<file path="src/rtl/gpt_pkg.sv">
package gpt_pkg;

    localparam int DW    = 32;
    localparam int AW    = 5;
    localparam int NPEND = 3;

    // Word offsets of the registers
    localparam logic [AW-1:0] OFS_CFG   = AW'(4);
    localparam logic [AW-1:0] OFS_STAT  = AW'(5);
    localparam logic [AW-1:0] OFS_ISR   = AW'(6);
    localparam logic [AW-1:0] OFS_IER   = AW'(7);
    localparam logic [AW-1:0] OFS_WAKE  = AW'(8);
    localparam logic [AW-1:0] OFS_MODE  = AW'(9);
    localparam logic [AW-1:0] OFS_CNT   = AW'(10);
    localparam logic [AW-1:0] OFS_LOAD  = AW'(11);
    localparam logic [AW-1:0] OFS_TRIG  = AW'(12);
    localparam logic [AW-1:0] OFS_WPEND = AW'(13);
    localparam logic [AW-1:0] OFS_MATCH = AW'(14);

    // Pending / enable bit positions
    localparam int PB_MATCH = 0;
    localparam int PB_OVF   = 1;
    localparam int PB_TRIG  = 2;

    // Config register: stored no-idle flag position
    localparam int CFG_NOIDLE_BIT = 7;

    localparam int MODE_W = 12;

    typedef struct packed {
        logic trg_both;  // bit 11
        logic trg_ovf;   // bit 10
        logic cmp_en;    // bit 6
        logic arel;      // bit 1
        logic start;     // bit 0
    } mode_t;

    function automatic mode_t mode_unpack(input logic [MODE_W-1:0] w);
        mode_t m;
        m.start    = w[0];
        m.arel     = w[1];
        m.cmp_en   = w[6];
        m.trg_ovf  = w[10];
        m.trg_both = w[11];
        return m;
    endfunction

    function automatic logic [MODE_W-1:0] mode_pack(input mode_t m);
        logic [MODE_W-1:0] w;
        w     = '0;
        w[0]  = m.start;
        w[1]  = m.arel;
        w[6]  = m.cmp_en;
        w[10] = m.trg_ovf;
        w[11] = m.trg_both;
        return w;
    endfunction

endpackage

</file>
<file path="src/rtl/gpt_counter.sv">
module gpt_counter #(
    parameter int W = 32
) (
    input  logic         clk,
    input  logic         rst,
    input  logic         run,
    input  logic         cmp_en,
    input  logic [W-1:0] load_val,
    input  logic [W-1:0] match_val,
    input  logic         wr_cnt,
    input  logic [W-1:0] wr_val,
    input  logic         trig_ld,
    output logic [W-1:0] cnt,
    output logic         ovf_evt,
    output logic         match_evt
);

    logic at_top;

    always_comb begin
        at_top    = &cnt;
        ovf_evt   = run && at_top && !wr_cnt && !trig_ld;
        match_evt = run && cmp_en && (cnt == match_val);
    end

    always_ff @(posedge clk) begin
        if (rst) begin
            cnt <= '0;
        end else if (wr_cnt) begin
            cnt <= wr_val;
        end else if (trig_ld) begin
            cnt <= load_val;
        end else if (run) begin
            cnt <= at_top ? load_val : cnt + W'(1);
        end
    end

endmodule

</file>
<file path="src/rtl/gpt_irq.sv">
module gpt_irq #(
    parameter int N = 3
) (
    input  logic         clk,
    input  logic         rst,
    input  logic [N-1:0] set_evt,
    input  logic         clr_wr,
    input  logic [N-1:0] clr_mask,
    input  logic         en_wr,
    input  logic [N-1:0] en_val,
    output logic [N-1:0] pend,
    output logic [N-1:0] en,
    output logic         irq
);

    for (genvar i = 0; i < N; i++) begin : g_bit
        always_ff @(posedge clk) begin
            if (rst) begin
                pend[i] <= 1'b0;
            end else if (set_evt[i]) begin
                pend[i] <= 1'b1;
            end else if (clr_wr && clr_mask[i]) begin
                pend[i] <= 1'b0;
            end
        end
    end

    always_ff @(posedge clk) begin
        if (rst) begin
            en <= '0;
        end else if (en_wr) begin
            en <= en_val;
        end
    end

    assign irq = |(pend & en);

endmodule

</file>
<file path="src/rtl/gp_uptimer.sv">
module gp_uptimer
    import gpt_pkg::*;
#(
    parameter int DW = gpt_pkg::DW,
    parameter int AW = gpt_pkg::AW
) (
    input  logic          clk,
    input  logic          rst,
    input  logic          bus_rd,
    input  logic          bus_wr,
    input  logic [AW-1:0] bus_addr,
    input  logic [DW-1:0] bus_wdata,
    output logic [DW-1:0] bus_rdata,
    output logic          irq_o
);

    localparam int NP = gpt_pkg::NPEND;

    mode_t          mode_q;
    logic           noidle_q;
    logic [NP-1:0]  wake_q;
    logic [DW-1:0]  load_q;
    logic [DW-1:0]  match_q;
    logic [DW-1:0]  cnt_q;
    logic [NP-1:0]  pend_q;
    logic [NP-1:0]  en_q;
    logic           ovf_evt;
    logic           match_evt;
    logic [NP-1:0]  set_evt;

    function automatic logic hit(input logic [AW-1:0] ofs);
        return bus_wr && (bus_addr == ofs);
    endfunction

    gpt_counter #(.W(DW)) cnt_i (
        .clk       (clk),
        .rst       (rst),
        .run       (mode_q.start),
        .cmp_en    (mode_q.cmp_en),
        .load_val  (load_q),
        .match_val (match_q),
        .wr_cnt    (hit(OFS_CNT)),
        .wr_val    (bus_wdata),
        .trig_ld   (hit(OFS_TRIG)),
        .cnt       (cnt_q),
        .ovf_evt   (ovf_evt),
        .match_evt (match_evt)
    );

    always_comb begin
        set_evt           = '0;
        set_evt[PB_MATCH] = match_evt;
        set_evt[PB_OVF]   = ovf_evt;
        set_evt[PB_TRIG]  = (mode_q.trg_ovf && ovf_evt) ||
                            (mode_q.trg_both && (ovf_evt || match_evt));
    end

    gpt_irq #(.N(NP)) irq_i (
        .clk      (clk),
        .rst      (rst),
        .set_evt  (set_evt),
        .clr_wr   (hit(OFS_ISR)),
        .clr_mask (bus_wdata[NP-1:0]),
        .en_wr    (hit(OFS_IER)),
        .en_val   (bus_wdata[NP-1:0]),
        .pend     (pend_q),
        .en       (en_q),
        .irq      (irq_o)
    );

    always_ff @(posedge clk) begin
        if (rst) begin
            mode_q   <= '0;
            noidle_q <= 1'b0;
            wake_q   <= '0;
            load_q   <= '0;
            match_q  <= '0;
        end else begin
            if (hit(OFS_MODE)) begin
                mode_q <= mode_unpack(bus_wdata[MODE_W-1:0]);
            end else if (ovf_evt && !mode_q.arel) begin
                mode_q.start <= 1'b0;
            end
            if (hit(OFS_CFG))   noidle_q <= bus_wdata[CFG_NOIDLE_BIT];
            if (hit(OFS_WAKE))  wake_q   <= bus_wdata[NP-1:0];
            if (hit(OFS_LOAD))  load_q   <= bus_wdata;
            if (hit(OFS_MATCH)) match_q  <= bus_wdata;
        end
    end

    always_comb begin
        bus_rdata = '0;
        if (bus_rd) begin
            case (bus_addr)
                OFS_CFG:   bus_rdata[CFG_NOIDLE_BIT] = noidle_q;
                OFS_STAT:  bus_rdata[0] = 1'b1;
                OFS_ISR:   bus_rdata[NP-1:0] = pend_q;
                OFS_IER:   bus_rdata[NP-1:0] = en_q;
                OFS_WAKE:  bus_rdata[NP-1:0] = wake_q;
                OFS_MODE:  bus_rdata[MODE_W-1:0] = mode_pack(mode_q);
                OFS_CNT:   bus_rdata = cnt_q;
                OFS_LOAD:  bus_rdata = load_q;
                OFS_MATCH: bus_rdata = match_q;
                default:   bus_rdata = '0;
            endcase
        end
    end

endmodule

</file>
<file path="config.mk">
export PLATFORM = sky130hd
export DESIGN_NAME = gp_uptimer
export DESIGN_NICKNAME = d
export VERILOG_FILES = /design/src/rtl/gpt_pkg.sv /design/src/rtl/gpt_counter.sv /design/src/rtl/gpt_irq.sv /design/src/rtl/gp_uptimer.sv
export SDC_FILE = /design/constraint.sdc
export NUM_CORES = 1
export LEC_CHECK = 0
export BUFFER_PORTS_ARGS = -buffer_cell sky130_fd_sc_hd__buf_2
export CORE_MARGIN = 4
export CORE_UTILIZATION = 35
export CTS_BUF_LIST = sky130_fd_sc_hd__clkbuf_4
export DETAILED_ROUTE_END_ITERATION = 16
export PLACE_DENSITY = 0.6
export SLEW_MARGIN = 10
export SYNTH_ARGS = -nofsm -noshare
export SYNTH_HDL_FRONTEND = slang
export SYNTH_HIERARCHICAL = 1
export SYNTH_SLANG_ARGS = --single-unit
</file>
<file path="constraint.sdc">
create_clock -name clk -period 2.7 [get_ports clk]
set_input_delay 0.135 -clock clk [delete_from_list [all_inputs] [get_ports clk]]
set_output_delay 0.135 -clock clk [all_outputs]
set_load 0.01 [all_outputs]
</file>
==> flow_summary.toml <==
[finish]
area_growth_pct = 18.94
drive_gt1_share_pct = 18.67
stdcell_count = 1178
fin_nets = 986
final_area_mm2 = 0.007722

[grt]
antenna_found_initial = 1
grt_pass1_wl_um = 34560
grt_max_degree = 66
track_usage_pct = 20.99
grt_pass1_vias = 6167
grt-ovfl-total = 0

[synthesis]
ys_async_sr_fraction_pct = 0
yosys.area.top_type_share_pct = 34.23
yosys_warnings = 6
yosysMostFrequentCell = "nand2_1"
synth_nets = 892
synth-seq-cells = 111
synthTopCellsByCount = "155 x nand2_1, 111 x a21oi_1, 111 x dfxtp_1, 71 x nor2_1, 40 x clkbuf_1"
synthFlopType = "dfxtp_1"
synth_top_cells_by_area = "dfxtp_1 34%, nand2_1 9.0%, a21oi_1 8.6%"
synthesis.instances = 850
ys_seq_area_share_pct = 34.23
synth_cell_types = 59
synth.avg_cell_area_um2 = 7.638
yosysTopAreaCell = "dfxtp_1"
synth_edf_count = 0
syn-cell-area_mm2 = 0.006492

[clocking]
cts_root_buf = "clkbuf_4"
cts_post_setup_buffers_inserted = 0
cts-buffers-inserted = 9
cts.sinks = 111
cts_tree = "yes"
clk_latency_ns = 0.50
cts_buffer_depth = 2
path_clk_slew_ns = 0.17
cts_max_level = 3

[worst_setup_path]
path_max_fanout = 9
crit_path_start_kind = "flip-flop"
worstPathArrival_ns = 2.87
worst-path-stages = 9
end_kind = "flip-flop"
cp.buffers_inverters = 2
crit_slowest_cell = "or4_4"
worstPathCellList = "xnor2_1 > nand4_1 > or4_4 > nor4_4 > buf_4 > nor2_1 > nor2_1 > inv_1 > a311oi_2"
ff2ff_path_depth = 9
slowest_delay_ns = 0.57
cp_common_cell = "nor2_1"
path_class = "flip-flop to flip-flop"
cp_top_family = "simple AND/OR/NAND/NOR gates"
r2r_setup_slack_ns = 0.24
worstPathRequired_ns = 3.11

[timing]
finalMaxSlewViolations = 0
max_slew_margin_pct = 46.37
fmax_mhz = 406.3
tightest_slew_ns = 0.8018
rsz0062_at_grt = "false"
fin_crit_sh_pct = 91.17
setup_violations = 0
fin_tns_setup_ns = 0
min_period_ns = 2.461
skew_ns = 0.01809
hold_violations = 0

[power]
p_clk_share_pct = 27.6
pwr-share-comb_pct = 10.9
intPower_mw = 1.966
switchingPower_mw = 0.7613
power.leakage_nw = 2.905
power_frac_seq_pct = 61.5
peakVddDrop_uv = 204.6
cellPowerDensity_mw_per_mm2 = 353.2
p_sw_share_pct = 27.91

[drt]
drt.antenna.violating_nets = 0
via_per_inst = 5.635
wl_per_cell_um = 18.47
vias = 6638
drc = 0
dr.pass1.iters = 6
wirelength_um = 21760
drt_iter0_markers = 662

[place]
gp_congestion = 0.9640
postPlaceCellArea_mm2 = 0.007234
dp_hpwl_um = 15240
port_buffers = 73
placedCellCount = 1129

[hold_path]
holdPathStages = 2
hp-class = "input port to flip-flop"

[floorplan]
io_pins = 74
dieHeight_um = 144.2
floorplan.initialDensity_pct = 35.90
rows = 49
core_area_mm2 = 0.01809
die_x_um = 144.2
dieArea_mm2 = 0.02079

[run]
maxCapViolCount = 0

[status]
status = "finished, final reports clean"
[cell families (layout without fill, tap and decap cells)]
group / count (synthesis) / after routing / synth area share, %
AO/OA/AOI/OAI: 218 / 218 / 22.61
XOR/XNOR: 51 / 51 / 6.880
adder cells (fa/ha/maj): 1 / 1 / 0.1927
buffers and inverters: 102 / 200 / 6.957
flip-flops: 111 / 111 / 34.23
multiplexers: 22 / 22 / 3.796
other: 0 / 1 / 0
AND/OR/NAND/NOR: 345 / 345 / 25.34
[layout make-up]
| class | instances | area, um^2 |
|---|---|---|
| clock inverter | 5 | 26.28 |
| fill | 1905 | 10360 |
| sequential | 111 | 2232 |
| inverter | 30 | 112.6 |
| antenna | 1 | 2.502 |
| multi-input combinational | 637 | 3896 |
| clock buffer | 10 | 75.07 |
| tap | 229 | 286.5 |
| timing repair buffer | 155 | 1091 |
[layout by cell type, fill, tap and decap left out, types with 4 or more instances in the layout]
master / count
dfxtp_2: 8
nor2b_1: 6
a222oi_1: 27
and4_1: 4
buf_4: 48
nor2_1: 69
a311oi_1: 4
nor3_1: 8
nand2b_1: 6
a22oi_1: 15
nor4_1: 7
dfxtp_1: 103
a211oi_2: 8
a21oi_1: 111
nor4_2: 5
nand4_1: 20
clkbuf_4: 10
o221ai_1: 10
xnor2_1: 17
and3_1: 5
o32ai_1: 4
nand3_1: 24
o21ai_0: 17
nand2_1: 155
inv_1: 30
mux2i_1: 19
xor2_1: 34
a211oi_1: 4
o22ai_1: 4
dlygate4sd3_1: 33
or3_1: 7
buf_2: 72
[state kept, by name, indices dropped and copies added, names as in the netlist]
signal / count
cnt_i/cnt: 32
mode_q: 5
wake_q: 3
load_q: 32
irq_i/pend: 3
match_q: 32
noidle_q: 1
irq_i/en: 3
[layer usage]
metal	share of wire, %	vias up	global-route usage, %	wire length, um
met3	6.9	22	3.108	1499
met2	45	261	33.29	9805
met1	47	3135	30.16	10160
met4	1.4	0	4.958	295
li1	-	3220	-	-
met5	0	-	0	0
[worst paths after layout]
check	from	end
max	cnt_i/cnt[18]	irq_i/pend[2]
min	rst	irq_i/en[1]
max reg2reg	cnt_i/cnt[18]	irq_i/pend[2]
min reg2reg	match_q[10]	match_q[10]
[stage by stage]
| stage | worst slack [ns] | hold WS [ns] | power, mW | util (%) |
|---|---|---|---|---|
| after floorplan | 0.4460 | 0.2074 | 1.853 | - |
| after global placement | 0.1817 | 0.4000 | 1.967 | 40.00 |
| after detailed placement | 0.1551 | 0.4062 | 1.966 | 40.00 |
| after CTS | 0.09941 | 0.1239 | 2.748 | 42.39 |
| after global routing | 0.01475 | 0.1450 | 2.841 | 42.70 |
| final | 0.2385 | 0.1513 | 2.728 | 42.70 |
[timing repair]
item	CTS	global route
setup endpoints to repair	0	1
gates resized for setup	0	15
hold endpoints to repair	105	0
hold buffers	33	0
[power groups by stage]
stage	logic (mW)	registers (mW)	clock network [mW]
3_3_place_gp	0.257	1.71	0
6_report	0.298	1.68	0.753
5_1_grt	0.327	1.68	0.834
3_5_place_dp	0.256	1.71	0
2_1_floorplan	0.150	1.70	0
4_1_cts	0.294	1.68	0.779
Power figures use the tool's default switching activity.
